===== config.mk =====
export PLATFORM = sky130hd
export DESIGN_NAME = xpt_cfg_bank
export DESIGN_NICKNAME = d
export VERILOG_FILES = /design/src/rtl/xpt_pkg.sv /design/src/rtl/xpt_stage_rank.sv /design/src/rtl/xpt_active_rank.sv /design/src/rtl/xpt_readback.sv /design/src/rtl/xpt_cfg_bank.sv
export SDC_FILE = /design/constraint.sdc
export NUM_CORES = 1
export LEC_CHECK = 0
export BUFFER_PORTS_ARGS = -buffer_cell sky130_fd_sc_hd__buf_2
export CORE_UTILIZATION = 40
export DETAILED_ROUTE_END_ITERATION = 8
export GPL_TIMING_DRIVEN = 0
export HOLD_SLACK_MARGIN = 0.12
export SKIP_LAST_GASP = 1
export SLEW_MARGIN = 5
export SYNTH_ARGS = -nofsm -noshare
export SYNTH_HDL_FRONTEND = slang
export SYNTH_SLANG_ARGS = --single-unit

===== constraint.sdc =====
create_clock -name clk -period 5.14 [get_ports clk]
set_input_delay 0.771 -clock clk [delete_from_list [all_inputs] [get_ports clk]]
set_output_delay 0.771 -clock clk [all_outputs]
set_load 0.01 [all_outputs]

===== src/rtl/xpt_pkg.sv =====
package xpt_pkg;
  localparam int N_OUT_D  = 17;
  localparam int SEL_W_D  = 6;
  localparam int ADDR_W_D = 5;
endpackage


===== src/rtl/xpt_stage_rank.sv =====
module xpt_stage_rank #(
  parameter int N_OUT  = xpt_pkg::N_OUT_D,
  parameter int WORD_W = xpt_pkg::SEL_W_D + 1,
  parameter int ADDR_W = xpt_pkg::ADDR_W_D
) (
  input  logic                           clk,
  input  logic                           wr_en,
  input  logic [ADDR_W-1:0]              wr_addr,
  input  logic [WORD_W-1:0]              wr_data,
  output logic [N_OUT-1:0][WORD_W-1:0]   stage
);
  // One slot per output; addresses beyond the last slot match none.
  for (genvar g = 0; g < N_OUT; g++) begin : g_slot
    always_ff @(posedge clk) begin
      if (wr_en && wr_addr == ADDR_W'(g)) stage[g] <= wr_data;
    end
  end
endmodule


===== src/rtl/xpt_active_rank.sv =====
module xpt_active_rank #(
  parameter int N_OUT = xpt_pkg::N_OUT_D,
  parameter int SEL_W = xpt_pkg::SEL_W_D,
  localparam int WORD_W = SEL_W + 1
) (
  input  logic                          clk,
  input  logic                          rst_n,
  input  logic                          load,
  input  logic [N_OUT-1:0][WORD_W-1:0]  stage,
  output logic [N_OUT-1:0][SEL_W-1:0]   sel,
  output logic [N_OUT-1:0]              en
);
  for (genvar g = 0; g < N_OUT; g++) begin : g_out
    // Select field: no reset, loads on every transfer.
    always_ff @(posedge clk) begin
      if (load) sel[g] <= stage[g][SEL_W-1:0];
    end
    // Enable bit: cleared asynchronously, the clear wins over a transfer.
    always_ff @(posedge clk or negedge rst_n) begin
      if (!rst_n)    en[g] <= 1'b0;
      else if (load) en[g] <= stage[g][SEL_W];
    end
  end
endmodule


===== src/rtl/xpt_readback.sv =====
module xpt_readback #(
  parameter int N_OUT  = xpt_pkg::N_OUT_D,
  parameter int SEL_W  = xpt_pkg::SEL_W_D,
  parameter int ADDR_W = xpt_pkg::ADDR_W_D,
  localparam int WORD_W = SEL_W + 1
) (
  input  logic                         rd_en,
  input  logic [ADDR_W-1:0]            addr,
  input  logic [N_OUT-1:0][SEL_W-1:0]  sel,
  input  logic [N_OUT-1:0]             en,
  output logic                         oe,
  output logic [WORD_W-1:0]            dout
);
  logic [WORD_W-1:0] word;

  always_comb begin
    word = '0;
    for (int i = 0; i < N_OUT; i++) begin
      if (addr == ADDR_W'(i)) word = {en[i], sel[i]};
    end
  end

  assign oe   = rd_en;
  assign dout = rd_en ? word : '0;
endmodule


===== src/rtl/xpt_cfg_bank.sv =====
module xpt_cfg_bank #(
  parameter int N_OUT  = xpt_pkg::N_OUT_D,
  parameter int SEL_W  = xpt_pkg::SEL_W_D,
  parameter int ADDR_W = xpt_pkg::ADDR_W_D,
  localparam int WORD_W = SEL_W + 1
) (
  input  logic                    clk,
  input  logic                    rst_n,
  input  logic                    cs_n,
  input  logic                    we_n,
  input  logic                    re_n,
  input  logic                    upd_n,
  input  logic [ADDR_W-1:0]       addr,
  input  logic [WORD_W-1:0]       data_i,
  output logic [WORD_W-1:0]       data_o,
  output logic                    data_oe,
  output logic [N_OUT*SEL_W-1:0]  sel_o,
  output logic [N_OUT-1:0]        en_o
);
  logic                         wr_en, load, rd_en;
  logic [N_OUT-1:0][WORD_W-1:0] stage;
  logic [N_OUT-1:0][SEL_W-1:0]  act_sel;
  logic [N_OUT-1:0]             act_en;

  assign wr_en = !cs_n && !we_n;
  assign load  = !cs_n && !upd_n;
  assign rd_en = !cs_n && !re_n;

  xpt_stage_rank #(.N_OUT(N_OUT), .WORD_W(WORD_W), .ADDR_W(ADDR_W)) u_stage (
    .clk(clk), .wr_en(wr_en), .wr_addr(addr), .wr_data(data_i), .stage(stage)
  );

  xpt_active_rank #(.N_OUT(N_OUT), .SEL_W(SEL_W)) u_active (
    .clk(clk), .rst_n(rst_n), .load(load), .stage(stage),
    .sel(act_sel), .en(act_en)
  );

  xpt_readback #(.N_OUT(N_OUT), .SEL_W(SEL_W), .ADDR_W(ADDR_W)) u_rb (
    .rd_en(rd_en), .addr(addr), .sel(act_sel), .en(act_en),
    .oe(data_oe), .dout(data_o)
  );

  assign sel_o = act_sel;
  assign en_o  = act_en;
endmodule


After elaboration in Yosys (flattened, before gate mapping)
Index checks and enable logic that the tools add are counted.
{"block": "totals", "input_bits": 18, "out_inout_bits": 127, "word_cells": 110, "regBits": 238}
{"block": "classes", "eq_ne": 16, "n_reduce_logical": 25, "mux": 18}
{"op": "7-bit 2-to-1 mux", "n": 18}
{"op": "5-bit by 4-bit equality test with 1-bit output (second input constant)", "n": 8}
{"op": "5-bit by 3-bit equality test with 1-bit output (second input constant)", "n": 4}
{"op": "1-bit logical AND", "n": 20}
{"op": "5-bit by 2-bit equality test with 1-bit output (second input constant)", "n": 2}
{"op": "5-bit by 1-bit equality test with 1-bit output (second input constant)", "n": 1}
{"op": "5-bit equality test (second input constant)", "n": 1}
{"op": "5-bit zero test", "n": 1}
{"op": "1-bit zero test", "n": 4}

Longest topological paths before layout
Gate-level depths: netlist of run 1.
{"block": "logic_depth", "ltp_word": 19, "ltp_mapped": 7, "mapped_depth_nobuf": 5}

Hierarchy
From an unflattened synthesis of run 1, not the netlist that was laid out.
{"block": "unflattened", "hier_cells": 497, "area_unflattened_um2": 8886.0}
{"module": "xpt_active_rank", "cells_each": 138, "area_each_um2": 3748.6, "n_inst": 1, "seq_area_each_um2": 3488.3}
{"module": "xpt_stage_rank", "cells_each": 145, "area_each_um2": 3711.1, "n_inst": 1, "seq_area_each_um2": 3573.4}
{"module": "xpt_readback", "cells_each": 211, "area_each_um2": 1415.1, "n_inst": 1, "seq_area_each_um2": 0.0}
{"module": "xpt_cfg_bank", "cells_each": 3, "area_each_um2": 11.3, "n_inst": 1, "seq_area_each_um2": 0.0}

Worst setup path before layout of run 1
No wires, ideal clock.
{"block": "synth_timing", "kind": "in2reg", "from": "input cs_n", "to": "register u_active.en[10]", "path_stages": 3, "arrival_ns": 3.033, "slack_ns": 1.980, "t_required_ns": 5.013, "path_cell_list": "nor2_1 > buf_2 > mux2_2"}
{"block": "synth_via", "elab_chain_len": 2}
{"element": "from (decl)", "line": "xpt_cfg_bank.sv:9", "text": "input logic cs_n,"}
{"element": "1-bit zero test", "line": "xpt_cfg_bank.sv:26", "text": "assign load = !cs_n && !upd_n;"}
{"element": "1-bit logical AND", "line": "xpt_cfg_bank.sv:26"}
{"element": "named net load", "line": "xpt_cfg_bank.sv:20", "text": "logic wr_en, load, rd_en;"}
{"element": "to (signal, indexed assignment)", "line": "xpt_active_rank.sv:21", "text": "else if (load) en[g] <= stage[g][SEL_W];"}
{"element": "to (decl)", "line": "xpt_active_rank.sv:11", "text": "output logic [N_OUT-1:0] en"}
The timed path passes the listed nets, and every way through them passes these cells.
A chain may end at the register's enable or synchronous reset.

Final worst setup path of run 1
{"block": "layout_timing", "from": "input addr[0]", "to": "output data_o[2]"}
{"block": "layout_via", "elab_chain_len": 19, "word_cells_on_any_way": 35, "classes_between": "eq/ne (16); mux (18); reduce/logical (1)"}
{"element": "from (decl)", "line": "xpt_cfg_bank.sv:13", "text": "input logic [ADDR_W-1:0] addr,"}
{"element": "5-bit zero test", "line": "xpt_readback.sv:19", "text": "if (addr == ADDR_W'(i)) word = {en[i], sel[i]};"}
{"element": "7-bit 2-to-1 mux (16 in a row)", "line": "xpt_readback.sv:19"}
{"element": "7-bit 2-to-1 mux (*)", "line": "xpt_readback.sv:19"}
{"element": "7-bit 2-to-1 mux (*)", "line": "xpt_readback.sv:24", "text": "assign dout = rd_en ? word : '0;"}
{"element": "to (decl)", "line": "xpt_cfg_bank.sv:15", "text": "output logic [WORD_W-1:0] data_o,"}
Every way passes the cells marked *; elsewhere a longest branch is shown, timed or not.

==> impl_metrics.sql, run 1 <==
INSERT INTO impl_metrics (metric_group, metric, value, unit) VALUES
('run_status', 'status', 'finished, final reports clean', ''),
('global_routing', 'maximum_number_of_pins_on_one_net_before_global_route_repair', '61', ''),
('sta', 'timing_hold_violations_final', '0', ''),
('sta', 'final_min_period_over_clock_period', '75.3', '%'),
('run', 'cap_violations', '0', ''),
('yosys', 'yosys.area_share.simple', '7.57', '%'),
('sta', 'skew', '0.00800', 'ns'),
('yosys', 'synth_warnings', '0', ''),
('cts', 'post_cts.repair.setup_buffers', '0', ''),
('cts', 'cts-htree-levels', '1', ''),
('sta', 'maxSlewViolCount', '0', ''),
('cts', 'cts-hold-fix-buffers', '0', ''),
('cts', 'clkSlewWorstSetupHoldPaths', '0.06', 'ns'),
('finish', 'layout-drive-gt1-share', '31.5', '%'),
('floorplan', 'floorplan.io_pins', '145', ''),
('cts', 'clock-sinks', '238', ''),
('power', 'pwr-share-clk', '43.9', '%'),
('global_routing', 'grt_pass1_wl', '35800', 'um'),
('global_routing', 'track_usage', '22.2', '%'),
('finish', 'filler_cell_count', '1863', ''),
('finish', 'antenna_cells', '0', ''),
('sta', 'final_period_minus_worst_setup_slack', '3.87', 'ns'),
('placed_design', 'detailed_place_hpwl', '17400', 'um'),
('floorplan', 'placementRows', '54', ''),
('global_routing', 'globalRouteOverflowTotal', '0', ''),
('critical_path', 'cells_along_the_critical_path', 'buf_2 -> buf_2 -> clkbuf_1 -> nor2_1 -> a22oi_1 -> o22ai_1 -> o21bai_1 -> nand3_1 -> buf_2', ''),
('floorplan', 'die-height', '151', 'um'),
('critical_path', 'critical_path.endpoint_type', 'output port', ''),
('yosys', 'synth_cells', '507', ''),
('yosys', 'netlist-cell-type-count', '57', ''),
('sta', 'fmax', '258', 'MHz'),
('power', 'logic_pwr_share', '5.3', '%'),
('yosys', 'post_synth_top_area_cell', 'sky130_fd_sc_hd__edfxtp_1', ''),
('yosys', 'post_synth_instance_area', '0.00886', 'sq mm'),
('power', 'power_report.internal_total', '3380', 'uW'),
('critical_path', 'reg2reg_from', 'u_active.en[11]', ''),
('yosys', 'postSynthRegisterBits', '238', ''),
('detailed_routing', 'wl_per_cell', '25.5', 'um'),
('cts', 'clock_latency', '0.53', 'ns'),
('power', 'seqPwrFrac', '50.8', '%'),
('critical_path', 'setup.worst_path.start_class', 'input port', ''),
('power', 'power-per-cell-area', '396', 'mW/mm^2'),
('placed_design', 'global_placement_routability_congestion', '0.952', ''),
('detailed_routing', 'finalWirelength', '24900', 'um'),
('yosys', 'synth_async_sr_flop_share', '7.14', '%'),
('critical_path', 'path_class', 'in2out', ''),
('cts', 'postCtsResizedCells', '0', ''),
('yosys', 'synth_ff_type', 'sky130_fd_sc_hd__edfxtp_1', ''),
('power', 'total_leakage_power', '0.00385', 'uW'),
('critical_path', 'crit_required', '4.37', 'ns'),
('sta', 'relSlewSlack', '9.26', '%'),
('power', 'switching_pwr', '902', 'uW'),
('global_routing', 'antenna_found_initial', '0', ''),
('critical_path', 'crit_path_buffers_inverters', '4', ''),
('critical_path', 'path_max_fanout', '10', ''),
('yosys', 'synth.mux.area_fraction', '3.57', '%'),
('detailed_routing', 'drt_first_pass_iters', '6', ''),
('yosys', 'synthMostInstantiatedCell', 'sky130_fd_sc_hd__edfxtp_1', ''),
('critical_path', 'regToRegSetupSlack', '4.32', 'ns'),
('yosys', 'ys_seq_area_share', '79.7', '%'),
('finish', 'area_delta_synth_final', '22.1', '%'),
('cts', 'cts_tree', 'yes', ''),
('sta', 'fin_worst_hold_slack', '0.199', 'ns'),
('yosys', 'post_synth_fa_ha_maj_area_fraction', '0', '%'),
('detailed_routing', 'viasPerCell', '5.72', ''),
('floorplan', 'die-area', '0.0228', 'sq mm'),
('floorplan', 'die_width', '151', 'um'),
('cts', 'cts.root.buffer_cell', 'sky130_fd_sc_hd__clkbuf_16', ''),
('floorplan', 'initial_utilization', '40.7', '%'),
('critical_path', 'timing.critical_path.slowest_stage_cell', 'sky130_fd_sc_hd__clkbuf_1', ''),
('yosys', 'synth_area_per_cell', '17.5', 'sq um');
## power by group through the flow
stage	Sequential [uW]	Combinational, uW	Clock [uW]
after CTS	2180	226	1900
after global routing	2180	243	1980
after detailed placement	2220	225	0
after floorplan	2220	104	0
final	2180	228	1880
after global placement	2220	219	0
## metrics by stage
step                      area (sq um)  power [uW]  worst slack [ns]  cells  util, %
after floorplan                   8860        2320              1.98    507        -
after global placement            9930        2440              1.10    931     45.7
after detailed placement          9960        2440              1.36    932     45.8
after CTS                        10800        4310              1.35    978     49.7
after global routing             10800        4400              1.21    978     49.7
final                            10800        4280              1.27    978     49.7
## cells in the final DEF (no fill, tap or decap), types with 4 or more instances in the layout
| cell type | count |
|---|---|
| sky130_fd_sc_hd__clkbuf_1 | 14 |
| sky130_fd_sc_hd__nor4_1 | 4 |
| sky130_fd_sc_hd__buf_2 | 157 |
| sky130_fd_sc_hd__nand3_1 | 12 |
| sky130_fd_sc_hd__dfrtp_1 | 17 |
| sky130_fd_sc_hd__mux2i_1 | 8 |
| sky130_fd_sc_hd__nand2b_1 | 9 |
| sky130_fd_sc_hd__mux2_2 | 21 |
| sky130_fd_sc_hd__clkbuf_16 | 25 |
| sky130_fd_sc_hd__or3_1 | 6 |
| sky130_fd_sc_hd__and2_1 | 5 |
| sky130_fd_sc_hd__nor3_1 | 5 |
| sky130_fd_sc_hd__o2111ai_1 | 5 |
| sky130_fd_sc_hd__o22ai_1 | 7 |
| sky130_fd_sc_hd__bufinv_16 | 5 |
| sky130_fd_sc_hd__clkinv_1 | 4 |
| sky130_fd_sc_hd__nand2_1 | 9 |
| sky130_fd_sc_hd__nor2b_1 | 12 |
| sky130_fd_sc_hd__edfxtp_1 | 221 |
| sky130_fd_sc_hd__a32oi_1 | 6 |
| sky130_fd_sc_hd__a22oi_1 | 8 |
| sky130_fd_sc_hd__inv_1 | 4 |
| sky130_fd_sc_hd__nand3b_1 | 7 |
| sky130_fd_sc_hd__a31oi_1 | 4 |
| sky130_fd_sc_hd__nor2_1 | 29 |
| sky130_fd_sc_hd__clkinv_2 | 4 |
| sky130_fd_sc_hd__a21oi_1 | 12 |
| sky130_fd_sc_hd__and3_1 | 4 |
| sky130_fd_sc_hd__o21ai_0 | 12 |
| sky130_fd_sc_hd__a21o_1 | 4 |
## area by class of cell
| cell class | instances | area, sq um | area share (%) |
|---|---|---|---|
| Sequential cell | 238 | 7060 | 65.3 |
| Inverter | 4 | 15.0 | 0.139 |
| Clock buffer | 32 | 662 | 6.12 |
| Multi-Input combinational cell | 242 | 1680 | 15.6 |
| Tap cell | 280 | 350 | 3.24 |
| Timing Repair Buffer | 145 | 748 | 6.91 |
| Clock inverter | 14 | 194 | 1.79 |
| Buffer | 23 | 106 | 0.983 |
## state kept, by name, indices dropped and copies added (netlist names)
signal,cells
u_active.sel,102
u_stage.stage,119
u_active.en,17
## worst max-delay path by stage
stage | from | to | slack [ns] | depth (start not counted)
2_1_floorplan | cs_n | u_active.en[10] | 1.98 | 3
3_3_place_gp | cs_n | u_active.en[13] | 1.10 | 4
3_5_place_dp | addr[1] | data_o[4] | 1.36 | 8
4_1_cts | addr[1] | data_o[4] | 1.35 | 8
5_1_grt | addr[1] | data_o[4] | 1.21 | 8
6_report | addr[0] | data_o[2] | 1.27 | 9
## cells by family after synthesis
kind of cell | Yosys count
buffers and inverters | 27
AO/OA/AOI/OAI | 95
flip-flops | 238
multiplexers | 29
AND/OR/NAND/NOR | 118
## layer usage
layer / global-route usage (%) / vias to the layer above / part of all wire [%]
li1: - / 2372 / -
met1: 29.7 / 2830 / 40
met2: 37.3 / 330 / 49
met3: 3.64 / 63 / 7.9
met4: 6.30 / 0 / 2.7
met5: 0 / - / 0
No activity file was read; power rests on OpenSTA's default activity.
==> inputs of run 2 (changes only) <==
--- a/config.mk
+++ b/config.mk
@@ -5,6 +5,7 @@
 export SDC_FILE = /design/constraint.sdc
 export NUM_CORES = 1
 export LEC_CHECK = 0
+export ABC_AREA = 1
 export BUFFER_PORTS_ARGS = -buffer_cell sky130_fd_sc_hd__buf_2
 export CORE_UTILIZATION = 40
 export DETAILED_ROUTE_END_ITERATION = 8
==> constraint.sdc (replaced) <==
create_clock -name clk -period 4 [get_ports clk]
set_input_delay 0.6 -clock clk [delete_from_list [all_inputs] [get_ports clk]]
set_output_delay 0.6 -clock clk [all_outputs]
set_load 0.01 [all_outputs]
==> impl_metrics.sql, run 2 <==
INSERT INTO impl_metrics (metric_group, metric, value, unit) VALUES
('detailed_routing', 'drc', '0', ''),
('cts', 'postCtsResizedCells', '0', ''),
('power', 'total_leakage_power', '0.00377', 'uW'),
('sta', 'relSlewSlack', '22.2', '%'),
('power', 'power-per-cell-area', '481', 'mW/mm^2'),
('finish', 'layout-drive-gt1-share', '29.0', '%'),
('global_routing', 'maximum_number_of_pins_on_one_net_before_global_route_repair', '112', ''),
('yosys', 'yosys-top-cells-area', 'sky130_fd_sc_hd__edfxtp_1, sky130_fd_sc_hd__dfrtp_1, sky130_fd_sc_hd__nand2_1', ''),
('sta', 'maxSlewViolCount', '0', ''),
('finish', 'antenna_cells', '0', ''),
('cts', 'clock_latency', '0.50', 'ns'),
('run', 'cap_violations', '0', ''),
('finish', 'regMostFlops', 'u_stage.stage', ''),
('yosys', 'synth_warnings', '0', ''),
('detailed_routing', 'ant_nets', '0', ''),
('yosys', 'synth_async_sr_flop_share', '7.14', '%'),
('floorplan', 'placementRows', '53', ''),
('sta', 'fmax', '299', 'MHz'),
('detailed_routing', 'drt-initial-drc-count', '371', ''),
('yosys', 'post_synth_instance_area', '0.00852', 'sq mm'),
('yosys', 'synth_area_per_cell', '15.5', 'sq um'),
('sta', 'final_period_minus_worst_setup_slack', '3.35', 'ns'),
('sta', 'setup_repair_after_global_routing_missed_its_margin', 'false', ''),
('critical_path', 'arrival', '2.75', 'ns'),
('global_routing', 'track_usage', '18.5', '%'),
('cts', 'clkSlewWorstSetupHoldPaths', '0.06', 'ns'),
('sta', 'final_min_period_over_clock_period', '83.7', '%'),
('floorplan', 'placeableCoreArea', '0.0210', 'sq mm'),
('floorplan', 'die-height', '148', 'um'),
('global_routing', 'antenna_found_initial', '0', ''),
('min_path', 'timing.hold.worst.class', 'reg2reg', ''),
('floorplan', 'initial_utilization', '40.6', '%'),
('detailed_routing', 'finalWirelength', '20200', 'um'),
('finish', 'layout_top_registers', 'u_stage.stage: 119 flops, u_active.sel: 102 flops, u_active.en: 17 flops', ''),
('cts', 'cts-htree-levels', '1', ''),
('critical_path', 'crit_required', '3.40', 'ns'),
('cts', 'post_cts.repair.setup_buffers', '0', ''),
('yosys', 'synth_ff_type', 'sky130_fd_sc_hd__edfxtp_1', ''),
('floorplan', 'floorplan.io_pins', '145', ''),
('yosys', 'postSynthRegisterBits', '238', ''),
('finish', 'mostFrequentLayoutCells', 'sky130_fd_sc_hd__edfxtp_1, sky130_fd_sc_hd__buf_2, sky130_fd_sc_hd__nand2_1, sky130_fd_sc_hd__nor2_1, sky130_fd_sc_hd__inv_1', ''),
('yosys', 'synthMostInstantiatedCell', 'sky130_fd_sc_hd__edfxtp_1', ''),
('yosys', 'synth.top_cell.area_share', '77.9', '%'),
('cts', 'cts_tree', 'yes', ''),
('power', 'total_power', '4930', 'uW'),
('cts', 'cts.root.buffer_cell', 'sky130_fd_sc_hd__clkbuf_16', ''),
('placed_design', 'detailed_place_hpwl', '13800', 'um'),
('run_status', 'status', 'finished, final reports clean', ''),
('finish', 'max_ffs_per_register', '119', ''),
('floorplan', 'die_width', '148', 'um'),
('yosys', 'number_of_enable_flip_flop_cells_after_synthesis', '221', ''),
('global_routing', 'globalRouteOverflowTotal', '0', ''),
('critical_path', 'critical_path.endpoint_type', 'output port', ''),
('finish', 'area_delta_synth_final', '20.3', '%'),
('global_routing', 'grt_pass1_wl', '29600', 'um'),
('placed_design', 'detailed_place.area', '0.00959', 'sq mm'),
('finish', 'final_util', '48.9', '%'),
('yosys', 'post_synth_top_area_cell', 'sky130_fd_sc_hd__edfxtp_1', ''),
('placed_design', 'numPortBuffers', '144', ''),
('yosys', 'ys_seq_area_share', '82.9', '%'),
('sta', 'tightestPinTransition', '1.16', 'ns'),
('critical_path', 'path_max_fanout', '6', ''),
('sta', 'setup_tns_final', '0', 'ns'),
('yosys', 'synthTopCellsByCount', 'sky130_fd_sc_hd__edfxtp_1, sky130_fd_sc_hd__nand2_1, sky130_fd_sc_hd__nor2_1, sky130_fd_sc_hd__inv_1, sky130_fd_sc_hd__nand4_1', ''),
('detailed_routing', 'drt_first_pass_iters', '5', ''),
('power', 'max-vdd-ir-drop', '0.000239', 'V'),
('detailed_routing', 'vias', '4924', ''),
('detailed_routing', 'viasPerCell', '4.87', ''),
('sta', 'finalSetupViolCount', '0', ''),
('cts', 'cts-root-to-sink-buffers', '3', ''),
('critical_path', 'path_class', 'in2out', ''),
('cts', 'cts-hold-fix-buffers', '1', ''),
('placed_design', 'global_placement_routability_congestion', '0.789', ''),
('yosys', 'netlist-cell-type-count', '20', ''),
('yosys', 'mappedNetlistNets', '569', ''),
('placed_design', 'pre_cts_slack', '0.709', 'ns'),
('finish', 'mostFrequentLayoutCell', 'sky130_fd_sc_hd__edfxtp_1', ''),
('sta', 'setup_ws', '0.652', 'ns'),
('cts', 'cts-buffers-inserted', '23', ''),
('sta', 'skew', '0.0101', 'ns'),
('yosys', 'synth_cells', '551', ''),
('floorplan', 'die-area', '0.0219', 'sq mm'),
('finish', 'finalInstanceArea', '0.0102', 'sq mm'),
('critical_path', 'setup.worst_path.start_class', 'input port', ''),
('global_routing', 'vias_in_the_first_global_route', '4914', ''),
('finish', 'finish.net_count', '739', ''),
('sta', 'timing_hold_violations_final', '0', ''),
('cts', 'clock-sinks', '238', ''),
('detailed_routing', 'wl_per_cell', '20.0', 'um');
## run 2: changes by cell type in the layout (fill, tap and decap cells not counted), moves of 8 or more
| cell | delta |
|---|---|
| sky130_fd_sc_hd__nand4_1 | +22 |
| sky130_fd_sc_hd__nand2b_1 | -9 |
| sky130_fd_sc_hd__mux2_2 | -10 |
| sky130_fd_sc_hd__nor2b_1 | -12 |
| sky130_fd_sc_hd__buf_2 | -13 |
| sky130_fd_sc_hd__nand2_1 | +90 |
| sky130_fd_sc_hd__inv_2 | +9 |
| sky130_fd_sc_hd__nor2_2 | +10 |
| sky130_fd_sc_hd__inv_1 | +36 |
| sky130_fd_sc_hd__mux2i_1 | -8 |
| sky130_fd_sc_hd__nor2_1 | +27 |
| sky130_fd_sc_hd__a22oi_1 | -8 |
## run 2: power breakdown
group	internal (uW)	switching, uW
Clock	1060	854
Combinational	65.1	164
Sequential	2760	26.7
## run 2: kinds of logic (layout without fill, tap and decap cells)
logic type	after synthesis	count (layout)	synth area share [%]
and+or+nand+nor	217	217	11.4
DFF	238	238	82.9
muxes	11	11	1.45
buffers and inverters	55	241	2.42
AOI/OAI and AO/OA	30	30	1.76
## run 2: worst max-delay path: stages
cell	delay [ns]
sky130_fd_sc_hd__buf_2	0.12
sky130_fd_sc_hd__nor2_2	0.28
sky130_fd_sc_hd__inv_2	0.15
sky130_fd_sc_hd__nor2_2	0.27
sky130_fd_sc_hd__nand2_1	0.11
sky130_fd_sc_hd__nand3_1	0.14
sky130_fd_sc_hd__nor2_1	0.08
sky130_fd_sc_hd__nand4_1	0.09
sky130_fd_sc_hd__o21ai_1	0.14
sky130_fd_sc_hd__nand4_1	0.14
sky130_fd_sc_hd__nand2_1	0.11
sky130_fd_sc_hd__nand4_1	0.13
sky130_fd_sc_hd__nor2_1	0.06
sky130_fd_sc_hd__nor2_1	0.15
sky130_fd_sc_hd__buf_2	0.17
## run 2: metal layers
layer / track usage, % / part of all wire, %
met1: 25.2 / 42
met2: 29.3 / 48
met3: 4.41 / 7.8
met4: 5.82 / 2.1
met5: 0 / 0
## run 2: area by class of cell
type                    count  area (sq um)
multi-input cells         258          1250
fillers                  1868         10700
clock buffers              31           606
repair buffers            145           731
flip-flops and latches    238          7060
plain buffers               6          32.5
clock inverters            10          42.5
well taps                 275           344
inverters                  49           184
## run 2: worst paths after layout
| kind | slack [ns] | cells after the start | startpoint | endpoint |
|---|---|---|---|---|
| worst max-delay path | 0.65 | 15 | addr[3] | data_o[5] |
| worst min-delay path | 0.41 | 0 | u_stage.stage[100] | u_active.sel[86] |
| worst max register to register | 3.18 | 1 | u_active.en[3] | u_active.en[3] |
| worst min register to register | 0.41 | 0 | u_stage.stage[100] | u_active.sel[86] |
| max in group asynchronous | 3.11 | 2 | rst_n | u_active.en[6] |
| min in group asynchronous | 0.58 | 2 | rst_n | u_active.en[16] |
## run 2: through the flow
| stage | hold slack [ns] | std cells |
|---|---|---|
| 6_report | 0.414 | 1012 |
| 2_1_floorplan | 0.304 | 551 |
| 5_1_grt | 0.421 | 1012 |
| 4_1_cts | 0.413 | 1012 |
| 3_5_place_dp | 0.405 | 970 |
| 3_3_place_gp | 0.400 | 970 |
